===== config.mk =====
export PLATFORM = sky130hd
export DESIGN_NAME = sio_irq_prio
export DESIGN_NICKNAME = d
export VERILOG_FILES = /design/src/rtl/sio_irq_pkg.sv /design/src/rtl/sio_irq_chan.sv /design/src/rtl/sio_irq_vsel.sv /design/src/rtl/sio_irq_prio.sv
export SDC_FILE = /design/constraint.sdc
export NUM_CORES = 1
export LEC_CHECK = 0
export ABC_AREA = 1
export BUFFER_PORTS_ARGS = -buffer_cell sky130_fd_sc_hd__buf_2
export CAP_MARGIN = 20
export CORE_MARGIN = 5
export CORE_UTILIZATION = 50
export DETAILED_ROUTE_END_ITERATION = 7
export PLACE_DENSITY_LB_ADDON = 0.3
export SYNTH_ARGS = -nofsm -noshare
export SYNTH_HDL_FRONTEND = slang
export SYNTH_SLANG_ARGS = --single-unit

===== constraint.sdc =====
create_clock -name clk -period 2.3 [get_ports clk]
set_input_delay 0.46 -clock clk [delete_from_list [all_inputs] [get_ports clk]]
set_output_delay 0.46 -clock clk [all_outputs]
set_load 0.01 [all_outputs]

===== src/rtl/sio_irq_pkg.sv =====
package sio_irq_pkg;

  localparam int unsigned CH_NUM     = 2;
  localparam int unsigned VEC_W      = 8;
  localparam int unsigned SUM_PER_CH = 3;
  localparam int unsigned IUS_PER_CH = 2;

  // Vector change requested by one channel in one cycle
  typedef enum logic [1:0] {
    EV_HOLD = 2'd0,
    EV_IDLE = 2'd1,
    EV_RX   = 2'd2,
    EV_TX   = 2'd3
  } vec_ev_e;

  // Three-bit source code, placed as-is in the high field
  typedef enum logic [2:0] {
    SRC_TX_B = 3'b000,
    SRC_TX_A = 3'b001,
    SRC_RX_B = 3'b010,
    SRC_RX_A = 3'b011,
    SRC_IDLE = 3'b110
  } vsrc_e;

  typedef struct packed {
    logic rx_pend;
    logic tx_pend;
    logic rx_ius;
    logic tx_ius;
    logic rx_rdy;
    logic tx_emp;
    logic sent;
    logic brk;
  } ch_state_t;

  // High select: code at [6:4]; low select: bit-reversed code at [3:1]
  function automatic logic [VEC_W-1:0] vec_encode(vsrc_e src, logic hi);
    logic [2:0] code;
    logic [VEC_W-1:0] v;
    code = src;
    v = '0;
    if (hi) v[6:4] = code;
    else    v[3:1] = {code[0], code[1], code[2]};
    return v;
  endfunction

endpackage


===== src/rtl/sio_irq_chan.sv =====
module sio_irq_chan
  import sio_irq_pkg::*;
(
  input  logic       clk,
  input  logic       rst,
  input  logic       tx_ie,
  input  logic [1:0] rx_mode,
  input  logic       brk_ie,
  input  logic       ev_rx,
  input  logic       ev_brk,
  input  logic       rd,
  input  logic       wr,
  input  logic       clr_tx,
  input  logic       rst_ius,
  output ch_state_t  st_q,
  output vec_ev_e    vev_o,
  output logic       req_d,
  output logic [SUM_PER_CH-1:0] sum_q
);

  ch_state_t st_d;
  logic rearm_rx_q, rearm_tx_q;
  logic rearm_rx_d, rearm_tx_d;
  logic rx_mode_on;

  assign rx_mode_on = rx_mode[0] ^ rx_mode[1];

  always_comb begin
    st_d       = st_q;
    vev_o      = EV_HOLD;
    rearm_rx_d = 1'b0;
    rearm_tx_d = 1'b0;
    if (ev_brk) st_d.brk = 1'b1;
    if (ev_rx) begin
      st_d.rx_pend = 1'b1;
      st_d.rx_rdy  = 1'b1;
      st_d.rx_ius  = 1'b1;
      vev_o        = EV_RX;
    end else if (rd) begin
      st_d.rx_pend = 1'b0;
      st_d.rx_rdy  = 1'b0;
      st_d.rx_ius  = 1'b0;
      vev_o        = EV_IDLE;
      rearm_tx_d   = st_q.tx_pend;
    end else if (wr) begin
      st_d.tx_pend = 1'b1;
      st_d.tx_emp  = 1'b1;
      st_d.sent    = 1'b1;
      if (!st_q.rx_ius) begin
        st_d.tx_ius = 1'b1;
        vev_o       = EV_TX;
      end
    end else if (clr_tx) begin
      st_d.tx_pend = 1'b0;
      st_d.tx_ius  = 1'b0;
      vev_o        = EV_IDLE;
      rearm_rx_d   = st_q.rx_pend;
    end else if (rst_ius) begin
      if (st_q.rx_ius) begin
        st_d.rx_ius = 1'b0;
        if (st_q.tx_pend) begin
          st_d.tx_ius = 1'b1;
          vev_o       = EV_TX;
        end
      end else begin
        st_d.tx_ius = 1'b0;
      end
    end else if (rearm_rx_q && st_q.rx_pend) begin
      st_d.rx_ius = 1'b1;
      vev_o       = EV_RX;
    end else if (rearm_tx_q && st_q.tx_pend && !st_q.rx_ius) begin
      st_d.tx_ius = 1'b1;
      vev_o       = EV_TX;
    end
  end

  assign req_d = (tx_ie && st_d.tx_pend) ||
                 (rx_mode_on && st_d.rx_pend) ||
                 (brk_ie && st_d.brk);

  always_ff @(posedge clk) begin
    if (rst) begin
      st_q       <= '0;
      rearm_rx_q <= 1'b0;
      rearm_tx_q <= 1'b0;
      sum_q      <= '0;
    end else begin
      st_q       <= st_d;
      rearm_rx_q <= rearm_rx_d;
      rearm_tx_q <= rearm_tx_d;
      sum_q      <= {st_d.rx_pend, tx_ie && st_d.tx_pend, brk_ie && st_d.brk};
    end
  end

endmodule


===== src/rtl/sio_irq_vsel.sv =====
module sio_irq_vsel
  import sio_irq_pkg::*;
#(
  parameter int unsigned NCH = CH_NUM
)(
  input  logic               clk,
  input  logic               rst,
  input  logic               stat_hi,
  input  logic [2*NCH-1:0]   ev_i,
  output logic [VEC_W-1:0]   vec_o
);

  vsrc_e src_q, src_d;

  // Lowest channel index is applied last, so it wins
  always_comb begin
    src_d = src_q;
    for (int c = NCH - 1; c >= 0; c--) begin
      vec_ev_e e;
      e = vec_ev_e'(ev_i[2*c +: 2]);
      case (e)
        EV_IDLE: src_d = SRC_IDLE;
        EV_RX:   src_d = (c == 0) ? SRC_RX_A : SRC_RX_B;
        EV_TX:   src_d = (c == 0) ? SRC_TX_A : SRC_TX_B;
        default: ;
      endcase
    end
  end

  always_ff @(posedge clk) begin
    if (rst) begin
      src_q <= SRC_IDLE;
      vec_o <= vec_encode(SRC_IDLE, stat_hi);
    end else begin
      src_q <= src_d;
      vec_o <= vec_encode(src_d, stat_hi);
    end
  end

endmodule


===== src/rtl/sio_irq_prio.sv =====
module sio_irq_prio
  import sio_irq_pkg::*;
#(
  parameter int unsigned NCH = CH_NUM
)(
  input  logic                      clk,
  input  logic                      rst,
  input  logic                      cfg_stat_hi,
  input  logic [NCH-1:0]            cfg_tx_ie,
  input  logic [2*NCH-1:0]          cfg_rx_mode,
  input  logic [NCH-1:0]            cfg_brk_ie,
  input  logic [NCH-1:0]            ev_rx,
  input  logic [NCH-1:0]            ev_brk,
  input  logic [NCH-1:0]            rd_stb,
  input  logic [NCH-1:0]            wr_stb,
  input  logic [NCH-1:0]            cmd_clr_tx,
  input  logic [NCH-1:0]            cmd_rst_ius,
  output logic                      irq_o,
  output logic [SUM_PER_CH*NCH-1:0] pend_o,
  output logic [VEC_W-1:0]          vec_o,
  output logic [IUS_PER_CH*NCH-1:0] ius_o,
  output logic [NCH-1:0]            rx_ready_o,
  output logic [NCH-1:0]            tx_empty_o,
  output logic [NCH-1:0]            all_sent_o,
  output logic [NCH-1:0]            brk_o
);

  localparam int unsigned SUM_W = SUM_PER_CH * NCH;

  logic [NCH-1:0]   req_d;
  logic [2*NCH-1:0] vev;
  logic             irq_q;

  for (genvar c = 0; c < NCH; c++) begin : g_ch
    localparam int unsigned SBASE = SUM_PER_CH * (NCH - 1 - c);
    ch_state_t st;
    vec_ev_e   ve;

    sio_irq_chan u_chan (
      .clk     (clk),
      .rst     (rst),
      .tx_ie   (cfg_tx_ie[c]),
      .rx_mode (cfg_rx_mode[2*c +: 2]),
      .brk_ie  (cfg_brk_ie[c]),
      .ev_rx   (ev_rx[c]),
      .ev_brk  (ev_brk[c]),
      .rd      (rd_stb[c]),
      .wr      (wr_stb[c]),
      .clr_tx  (cmd_clr_tx[c]),
      .rst_ius (cmd_rst_ius[c]),
      .st_q    (st),
      .vev_o   (ve),
      .req_d   (req_d[c]),
      .sum_q   (pend_o[SBASE +: SUM_PER_CH])
    );

    assign vev[2*c +: 2]                 = ve;
    assign ius_o[IUS_PER_CH*c]           = st.rx_ius;
    assign ius_o[IUS_PER_CH*c + 1]       = st.tx_ius;
    assign rx_ready_o[c]                 = st.rx_rdy;
    assign tx_empty_o[c]                 = st.tx_emp;
    assign all_sent_o[c]                 = st.sent;
    assign brk_o[c]                      = st.brk;
  end

  sio_irq_vsel #(.NCH(NCH)) u_vsel (
    .clk     (clk),
    .rst     (rst),
    .stat_hi (cfg_stat_hi),
    .ev_i    (vev),
    .vec_o   (vec_o)
  );

  always_ff @(posedge clk) begin
    if (rst) irq_q <= 1'b0;
    else     irq_q <= |req_d;
  end

  assign irq_o = irq_q;

  if (SUM_W == 0) begin : g_bad
    initial $error("sio_irq_prio: empty summary");
  end

endmodule


==> results of run 1 <==
==> cells in the final DEF (no fill, tap or decap), types with 3 or more instances in the layout <==
master / Yosys / layout
a21oi_1: 19 / 19
a31oi_1: 4 / 4
buf_2: 2 / 47
clkbuf_4: 0 / 5
clkinv_2: 1 / 3
dfxtp_1: 32 / 32
inv_1: 26 / 26
nand2_1: 32 / 32
nand2_2: 4 / 4
nand3_1: 10 / 10
nor2_1: 29 / 29
nor3_1: 4 / 4
o211ai_1: 3 / 3
o21ai_0: 8 / 8
==> worst reg2reg max path, cell delays in order, from the launching register on <==
cell      delay [ns]
dfxtp_1         0.40
inv_1           0.11
o21ai_1         0.19
o211ai_1        0.12
a21oi_1         0.18
inv_1           0.07
ha_1            0.23
inv_1           0.09
nand2_1         0.06
o21ai_0         0.06
inv_1           0.05
nor2_1          0.09
nand2_1         0.07
nand2_2         0.07
a21oi_1         0.06
==> cells by family after synthesis <==
logic type / count (synthesis) / share of synthesized area [%]
AO/OA/AOI/OAI: 38 / 13.73
XOR/XNOR: 2 / 1.144
adder cells (fa/ha/maj): 2 / 1.634
buffers and inverters: 47 / 15.69
flip-flops: 32 / 41.83
other: 1 / 0.2449
AND/OR/NAND/NOR: 88 / 25.74
==> sequential cells by signal, indices dropped and copies added, names as in the netlist <==
| register | count |
|---|---|
| irq_o | 1 |
| u_vsel.src_q | 3 |
| g_ch.u_chan.st_q | 12 |
| u_vsel.vec_o | 6 |
| g_ch.u_chan.rearm_tx_q | 2 |
| g_ch.u_chan.rearm_rx_q | 2 |
| g_ch.u_chan.sum_q | 6 |
==> final timing paths <==
path              cells after the start                                   to  slack [ns]
hold / removal                        2              u_vsel.vec_o[2]$_DFF_P_        0.33
hold reg to reg                       2  g_ch[1].u_chan.st_q[4]$_SDFFE_PP0P_        0.45
setup / recovery                     14              u_vsel.vec_o[5]$_DFF_P_        0.32
setup reg to reg                     14              u_vsel.vec_o[5]$_DFF_P_        0.32
==> cell type report <==
class                      count  area (µm²)
sequential                    32       640.6
fill                         295        1264
inverter                      28       106.4
timing repair buffer          47       235.2
multi-input combinational    132       654.4
tap                           33       41.29
clock inverter                 2       10.01
clock buffer                   6       51.30
==> power groups by stage <==
stage	Sequential, W	Combinational (W)	Clock (W)
after floorplan	0.000620	0.000135	0
after global placement	0.000615	0.000189	0
after detailed placement	0.000616	0.000190	0
after CTS	0.000603	0.000191	0.000353
after global routing	0.000608	0.000215	0.000378
final	0.000603	0.000189	0.000340
==> metal layers <==
layer / vias up / wire [µm]
met5: - / 0
met4: 0 / 21
met3: 4 / 255
met2: 55 / 1491
met1: 618 / 1380
li1: 723 / -
==> stage by stage <==
step	area (µm²)	power (W)	hold WS (ns)
finish	1739	0.001132	0.3339
global route	1739	0.001201	0.3125
CTS	1739	0.001147	0.3176
detailed placement	1678	0.0008062	0.4389
global placement	1678	0.0008034	0.4343
floorplan	1535	0.0007546	0.4236
==> impl_metrics.csv, run 1 <==
group,metric,value,unit
run_status,status,"finished clean",
synth,avgSynthCellArea,7.293,µm²
critical_path,worstSetupEndpointType,"flop",
power_and_ir_drop,p_int,0.0008052,W
sta,finalCritPeriodShare,86.10,%
grt,overflow,0,
grt,grt_pass1_vias,1343,
synth,yosysTopAreaCell,"dfxtp_1",
clock_network,root_buffer,"clkbuf_4",
grt,grt-busiest-layer,"met2",
synth,ys.warnings.count,0,
critical_path,cp_slowest_stage_delay,0.40,ns
sta,rsz0062_at_grt,"false",
floorplanning,design.core.area,3003,µm²
clock_network,clk_pin_slew_worst_paths,0.10,ns
synth,dominantRegCellSynth,"dfxtp_1",
grt,use_met3,5.641,%
critical_path,crit_slowest_cell,"dfxtp_1",
grt,antenna_found_initial,0,
sta,layout_setup_ws,0.3197,ns
power_and_ir_drop,switchingPower,0.0003272,W
floorplanning,die_y,65.35,µm
power_and_ir_drop,switching_share,28.89,%
power_and_ir_drop,seqPwrFrac,53.2,%
sta,drv_slew,0,
final_layout,fin_nets,271,
synth,synthCells,210,
critical_path,crit_path_start_kind,"flop",
sta,setup_viol,0,
floorplanning,top_level_ports,50,
place,pre_cts_ws,0.2741,ns
power_and_ir_drop,p_per_area,651.1,nW/µm²
synth,async_flop_share,0,%
synth,ys_types,30,
power_and_ir_drop,clock_power_share,30.0,%
grt,track_usage,16.44,%
final_layout,syn_to_final_growth,13.56,%
final_layout,drive_above_1_share,27.94,%
synth,ys_ff_latch,32,
drt,wl_per_cell,11.24,µm
drt,first_iter_violations,80,
final_layout,final_cells,280,
floorplanning,start_util,51.00,%
power_and_ir_drop,leakage,0.8702,nW
critical_path,worstPathRequired,2.51,ns
job,maxCapViolCount,0,
place,port_buffers,47,
drt,drc_errors,0,
drt,vias,1400,
synth,synthesis.area,1531,µm²
critical_path,cp.arrival,2.19,ns
final_layout,fin_util,57.92,%
synth,yosysSeqAreaShare,41.83,%
critical_path,path_cells,"inv_1 > o21ai_1 > o211ai_1 > a21oi_1 > inv_1 > ha_1 > inv_1 > nand2_1 > o21ai_0 > inv_1 > nor2_1 > nand2_1 > nand2_2 > a21oi_1",
clock_network,htreeDepth,2,
floorplanning,die_width,65.35,µm
grt,grt_pass1_wl,5485,µm
place,dpl.hpwl,2468,µm
power_and_ir_drop,comb_power_share,16.7,%
sta,skew,0.008078,ns
grt,grt.met2_usage,28.57,%
final_layout,n_antenna_cell,0,
clock_network,clock_latency,0.33,ns
min_path,hold_path_class,"input port to flop",
critical_path,crit_fanout,5,
place,place_congestion,0.9969,
min_path,hold_path.startpoint,"cfg_stat_hi",
synth,synth_edf_count,0,
floorplanning,die_area,4270,µm²
clock_network,cts_inserted_buffers,5,
power_and_ir_drop,peakVddDrop,0.3974,mV
sta,fin_tns_setup,0,ns
critical_path,cp_common_cell,"inv_1",
critical_path,r2r-start,"g_ch[1].u_chan.st_q[5]$_SDFFE_PP0P_",
grt,grt_start_max_net_pins,20,
critical_path,crit_type,"flop to flop",
clock_network,cts_tree,"built",
critical_path,critPathBufInv,4,
critical_path,crit_family,"compound AO/OA/AOI/OAI gates",
sta,finalHoldViolCount,0,
clock_network,clockBufferDepth,2,
synth,synth_top_area_share,41.83,%
synth,synthTopCellsByArea,"dfxtp_1 (42%), buf_4 (7.8%), nand2_1 (7.8%), nor2_1 (7.1%), inv_1 (6.4%)",
drt,avgViaCountPerCell,5.000,
clock_network,cts_resized,0,
sta,final.min_clock_period,1.980,ns
drt,ant_nets,0,
drt,drt_pass1_iterations,4,
clock_network,postCtsSetupBuffers,0,
clock_network,postCtsHoldBufs,0,
clock_network,clock_sinks,32,
critical_path,critPathLaunch,"g_ch[1].u_chan.st_q[5]$_SDFFE_PP0P_",
drt,wl,3148,µm
floorplanning,rows,20,
grt,met1_usage,18.30,%
synth,synthTopCellsByCount,"dfxtp_1 (32), nand2_1 (32), nor2_1 (29)",
place,dpl.cell_count,272,
sta,fmax,505.0,MHz
(Power assumes the default switching activity.)
==> inputs of run 2 (changes only) <==
--- a/config.mk
+++ b/config.mk
@@ -9,7 +9,7 @@
 export BUFFER_PORTS_ARGS = -buffer_cell sky130_fd_sc_hd__buf_2
 export CAP_MARGIN = 20
 export CORE_MARGIN = 5
-export CORE_UTILIZATION = 50
+export CORE_UTILIZATION = 53
 export DETAILED_ROUTE_END_ITERATION = 7
 export PLACE_DENSITY_LB_ADDON = 0.3
 export SYNTH_ARGS = -nofsm -noshare
==> constraint.sdc (replaced) <==
create_clock -name clk -period 2.4 [get_ports clk]
set_input_delay 0.48 -clock clk [delete_from_list [all_inputs] [get_ports clk]]
set_output_delay 0.48 -clock clk [all_outputs]
set_load 0.01 [all_outputs]
==> impl_metrics.csv, run 2 (synthesized netlist as in run 1, its figures left out) <==
group,metric,value,unit
final_layout,final_cells,278,
grt,grt_pass1_wl,5713,µm
place,dpl.cell_count,270,
final_layout,n_antenna_cell,0,
grt,grt_pass1_vias,1394,
sta,fin_tns_setup,0,ns
critical_path,reg2reg_to,"u_vsel.vec_o[2]$_DFF_P_",
clock_network,clockBufferDepth,2,
floorplanning,die_area,4065,µm²
clock_network,clk_pin_slew_worst_paths,0.09,ns
critical_path,r2r_cells,14,
min_path,min_to,"u_vsel.vec_o[1]$_DFF_P_",
clock_network,cts_resized,0,
floorplanning,die_width,63.76,µm
sta,drv_slew,0,
final_layout,fin_nets,271,
drt,drt_pass1_iterations,4,
job,maxCapViolCount,0,
min_path,hold_path.startpoint,"cfg_stat_hi",
place,port_buffers,47,
final_layout,syn_to_final_growth,13.24,%
sta,finalCritPeriodShare,82.35,%
floorplanning,design.core.area,2758,µm²
final_layout,largest_reg_flops,12,
drt,wl_per_cell,11.21,µm
clock_network,clock_sinks,32,
grt,grt_start_max_net_pins,20,
critical_path,r2r-start,"g_ch[1].u_chan.st_q[5]$_SDFFE_PP0P_",
critical_path,worstSetupEndpointType,"flop",
critical_path,crit_fanout,5,
critical_path,crit_type,"flop to flop",
final_layout,final_cell_mix,"buf_2 (47), nand2_1 (32), dfxtp_1 (32)",
drt,wl,3117,µm
min_path,hold_depth,2,
clock_network,clock_latency,0.32,ns
clock_network,postCtsHoldBufs,0,
min_path,hold_path_class,"input port to flop",
grt,overflow,0,
grt,track_usage,17.27,%
power_and_ir_drop,leakage,0.8647,nW
floorplanning,rows,19,
clock_network,root_buffer,"clkbuf_4",
drt,first_iter_violations,66,
sta,fmax,506.0,MHz
power_and_ir_drop,peakVddDrop,0.4114,mV
floorplanning,top_level_ports,50,
final_layout,top_regs,"g_ch.u_chan.st_q (12), g_ch.u_chan.sum_q (6), u_vsel.vec_o (6)",
power_and_ir_drop,p_per_area,618.4,nW/µm²
final_layout,fin_util,62.89,%
clock_network,cts_tree,"built",
power_and_ir_drop,power,0.001072,W
final_layout,mostFrequentLayoutCell,"buf_2",
clock_network,cts_inserted_buffers,5,
critical_path,crit_path_start_kind,"flop",
clock_network,postCtsSetupBuffers,0,
place,place_congestion,0.9607,
final_layout,drive_above_1_share,27.13,%
clock_network,htreeDepth,2,
drt,ant_nets,0,
floorplanning,die_y,63.76,µm
sta,setup_viol,0,
sta,rsz0062_at_grt,"false",
grt,antenna_found_initial,0,
drt,avgViaCountPerCell,5.040,
sta,holdWs,0.3564,ns
sta,finalHoldViolCount,0,
critical_path,worstPathRequired,2.61,ns
critical_path,cp.arrival,2.18,ns
run_status,status,"finished clean",
sta,skew,0.006411,ns
critical_path,r2r_slack,0.42,ns
floorplanning,start_util,55.54,%
sta,final.min_clock_period,1.976,ns
final_layout,top_register,"g_ch.u_chan.st_q",
drt,vias,1401,
drt,drc_errors,0,
place,dpl.hpwl,2445,µm
-- run 2: power breakdown --
group	internal (W)	total, W	switching, W
Clock	0.000144	0.000313	0.000169
Combinational	0.0000707	0.000182	0.000111
Sequential	0.000562	0.000577	0.0000155
-- run 2: critical path, cell delays in order, from the launching register on --
cell and delay, ns:
dfxtp_1 0.40, inv_1 0.10, o21ai_1 0.18, o211ai_1 0.12, a21oi_1 0.19, inv_1 0.06, ha_1 0.23, inv_1 0.09
nand2_1 0.06, o21ai_0 0.06, inv_1 0.06, nor2_1 0.10, nand2_1 0.07, nand2_2 0.08, a21oi_1 0.06
-- run 2: area by class of cell --
| type | instances | area (µm²) |
|---|---|---|
| multi-input cells | 132 | 654.4 |
| flip-flops and latches | 32 | 640.6 |
| repair buffers | 47 | 235.2 |
| fillers | 266 | 1023 |
| well taps | 31 | 38.79 |
| inverters | 28 | 106.4 |
| clock buffers | 8 | 58.81 |
-- run 2: per-stage QoR --
stage | instance area, µm² | setup slack, ns
global placement | 1675 | 0.4171
floorplan | 1535 | 0.6282
CTS | 1734 | 0.4356
detailed placement | 1675 | 0.3403
global route | 1734 | 0.1363
finish | 1734 | 0.4237
-- run 2: worst max path at each step --
| stage | to | start | cells after the start | slack, ns |
|---|---|---|---|---|
| floorplan | u_vsel.vec_o[2]$_DFF_P_ | cmd_clr_tx[1] | 13 | 0.63 |
| global placement | u_vsel.vec_o[2]$_DFF_P_ | cmd_clr_tx[1] | 14 | 0.42 |
| detailed placement | u_vsel.vec_o[2]$_DFF_P_ | cmd_clr_tx[1] | 14 | 0.34 |
| CTS | u_vsel.vec_o[2]$_DFF_P_ | g_ch[1].u_chan.st_q[5]$_SDFFE_PP0P_ | 14 | 0.44 |
| global route | u_vsel.vec_o[2]$_DFF_P_ | g_ch[1].u_chan.st_q[5]$_SDFFE_PP0P_ | 14 | 0.14 |
| finish | u_vsel.vec_o[2]$_DFF_P_ | g_ch[1].u_chan.st_q[5]$_SDFFE_PP0P_ | 14 | 0.42 |
-- run 2: routing by layer --
layer	vias up	share of wire, %	track usage, %
met5	-	0	0
met4	0	1.8	5.974
met3	8	9.0	7.356
met2	52	48	29.95
met1	613	41	18.78
li1	728	-	-
==> inputs of run 3 (changes only) <==
--- a/config.mk
+++ b/config.mk
@@ -9,7 +9,7 @@
 export BUFFER_PORTS_ARGS = -buffer_cell sky130_fd_sc_hd__buf_2
 export CAP_MARGIN = 20
 export CORE_MARGIN = 5
-export CORE_UTILIZATION = 53
+export CORE_UTILIZATION = 45
 export DETAILED_ROUTE_END_ITERATION = 7
 export PLACE_DENSITY_LB_ADDON = 0.3
 export SYNTH_ARGS = -nofsm -noshare
==> constraint.sdc (replaced) <==
create_clock -name clk -period 1.61 [get_ports clk]
set_input_delay 0.322 -clock clk [delete_from_list [all_inputs] [get_ports clk]]
set_output_delay 0.322 -clock clk [all_outputs]
set_load 0.01 [all_outputs]
==> impl_metrics.csv, run 3 (synthesized netlist as in run 1, its figures left out) <==
group,metric,value,unit
sta,finalHoldViolCount,0,
sta,final.min_clock_period,1.768,ns
grt,overflow,0,
power_and_ir_drop,power,0.001785,W
final_layout,n_antenna_cell,0,
run_status,violations,"setup timing",
drt,wl,3369,µm
drt,vias,1422,
drt,ant_nets,0,
clock_network,clk_pin_slew_worst_paths,0.10,ns
final_layout,largest_reg_flops,12,
final_layout,final_cell_mix,"buf_2 (47), nand2_1 (31), nor2_1 (29)",
place,port_buffers,47,
grt,grt_start_max_net_pins,19,
drt,drt_pass1_iterations,4,
final_layout,top_register,"g_ch.u_chan.st_q",
grt,grt_pass1_vias,1322,
place,place_congestion,0.8629,
sta,rsz0062_at_grt,"true",
run_status,status,"complete, but fails checks",
power_and_ir_drop,leakage,0.9583,nW
sta,layout_setup_ws,-0.1576,ns
power_and_ir_drop,p_per_area,916.7,nW/µm²
final_layout,mostFrequentLayoutCell,"buf_2",
critical_path,critPathBufInv,7,
drt,drc_errors,0,
power_and_ir_drop,peakVddDrop,0.5690,mV
critical_path,cp_slowest_stage_delay,0.34,ns
critical_path,worstSetupEndpointType,"flop",
floorplanning,die_y,68.34,µm
floorplanning,rows,21,
final_layout,top_regs,"g_ch.u_chan.st_q (12), g_ch.u_chan.sum_q (6), u_vsel.vec_o (6)",
clock_network,clockBufferDepth,2,
floorplanning,die_width,68.34,µm
critical_path,crit_family,"buffers and inverters",
clock_network,cts_tree,"built",
min_path,hold_path_class,"input port to flop",
final_layout,drive_above_1_share,37.88,%
drt,avgViaCountPerCell,4.587,
job,maxCapViolCount,0,
sta,skew,0.01112,ns
drt,first_iter_violations,72,
critical_path,path_cells,"nand2_2 > nand4_1 > nand3_2 > buf_4 > buf_4 > buf_4 > buf_4 > buf_4 > buf_4 > buf_4 > nand3_2 > o21ai_0 > a21oi_1",
clock_network,htreeDepth,2,
critical_path,cp_common_cell,"buf_4",
critical_path,crit_slowest_cell,"dfxtp_2",
place,placed_cell_area,1770,µm²
clock_network,clock_latency,0.34,ns
critical_path,cp.arrival,2.05,ns
place,dpl.hpwl,2444,µm
floorplanning,design.core.area,3311,µm²
critical_path,worstPathRequired,1.89,ns
clock_network,root_buffer,"clkbuf_4",
floorplanning,start_util,46.26,%
floorplanning,die_area,4670,µm²
final_layout,fin_area,1947,µm²
clock_network,cts_inserted_buffers,5,
sta,finalCritPeriodShare,109.8,%
grt,track_usage,15.83,%
final_layout,syn_to_final_growth,27.12,%
grt,antenna_found_initial,0,
critical_path,crit_path_start_kind,"flop",
sta,fin_tns_setup,-0.6903,ns
critical_path,crit_type,"flop to flop",
sta,drv_slew,0,
final_layout,fillers,339,
clock_network,clock_sinks,32,
sta,setup_viol,10,
sta,fmax,565.7,MHz
floorplanning,top_level_ports,50,
sta,holdWs,0.1720,ns
final_layout,fin_nets,288,
critical_path,crit_fanout,3,
grt,grt_pass1_wl,5437,µm
drt,wl_per_cell,10.87,µm
## run 3: cell count changes in the layout (fill, tap and decap cells not counted), sizes merged
cell	delta
buf	+17
clkbuf	-2
bufinv	+1
clkinv	+1
## run 3: area by class of cell
type	count	area [µm²]	share of cell area (%)
Inverter	28	108.9	5.591
Clock buffer	6	41.29	2.121
Timing Repair Buffer	64	362.8	18.64
Sequential cell	32	648.1	33.29
Clock inverter	2	35.03	1.799
Multi-Input combinational cell	132	693.2	35.60
Tap cell	46	57.56	2.956
## run 3: repair_timing
action,CTS,global route
resized for setup,4,6
gates cloned,0,0
buffers inserted,6,2
setup endpoints to repair,6,9
hold buffers,0,0
pin swaps,6,2
## run 3: power by group
part / switching [W] / leakage, nW / internal (W) / total [W]
clock: 0.000283 / 0.0422 / 0.000325 / 0.000608
sequential: 0.0000240 / 0.266 / 0.000837 / 0.000861
combinational: 0.000180 / 0.650 / 0.000135 / 0.000315
total: 0.000487 / 0.958 / 0.00130 / 0.00178
## run 3: path summary, 6_finish.rpt
check / endpoint / depth (start not counted) / startpoint / slack [ns]
max: g_ch[1].u_chan.st_q[4]$_SDFFE_PP0P_ / 13 / g_ch[1].u_chan.sum_q[2]$_SDFF_PP0_ / -0.16
min: u_vsel.vec_o[2]$_DFF_P_ / 2 / cfg_stat_hi / 0.17
max reg2reg: g_ch[1].u_chan.st_q[4]$_SDFFE_PP0P_ / 13 / g_ch[1].u_chan.sum_q[2]$_SDFF_PP0_ / -0.16
min reg2reg: g_ch[1].u_chan.st_q[4]$_SDFFE_PP0P_ / 2 / g_ch[1].u_chan.st_q[4]$_SDFFE_PP0P_ / 0.45
## run 3: per-layer routing
metal / GRT usage [%] / routed length (µm) / share of wire, %
met1: 18.28 / 1522 / 45
met2: 25.51 / 1547 / 46
met3: 5.747 / 235 / 7.0
met4: 8.189 / 64 / 1.9
met5: 0 / 0 / 0
## run 3: worst register-to-register path, cell delays in order (launching register included)
cell     delay [ns]
dfxtp_2        0.34
nand2_2        0.07
nand4_1        0.10
nand3_2        0.08
buf_4          0.14
buf_4          0.12
buf_4          0.12
buf_4          0.12
buf_4          0.12
buf_4          0.12
buf_4          0.13
nand3_2        0.06
o21ai_0        0.07
a21oi_1        0.12
## run 3: per-stage QoR
step	util, %	std cells	setup slack (ns)
after floorplan	-	211	-0.01383
after global placement	53.48	294	-0.1644
after detailed placement	53.48	294	-0.2019
after CTS	57.90	308	-0.1021
after global routing	58.81	310	-0.3220
final	58.81	310	-0.1576
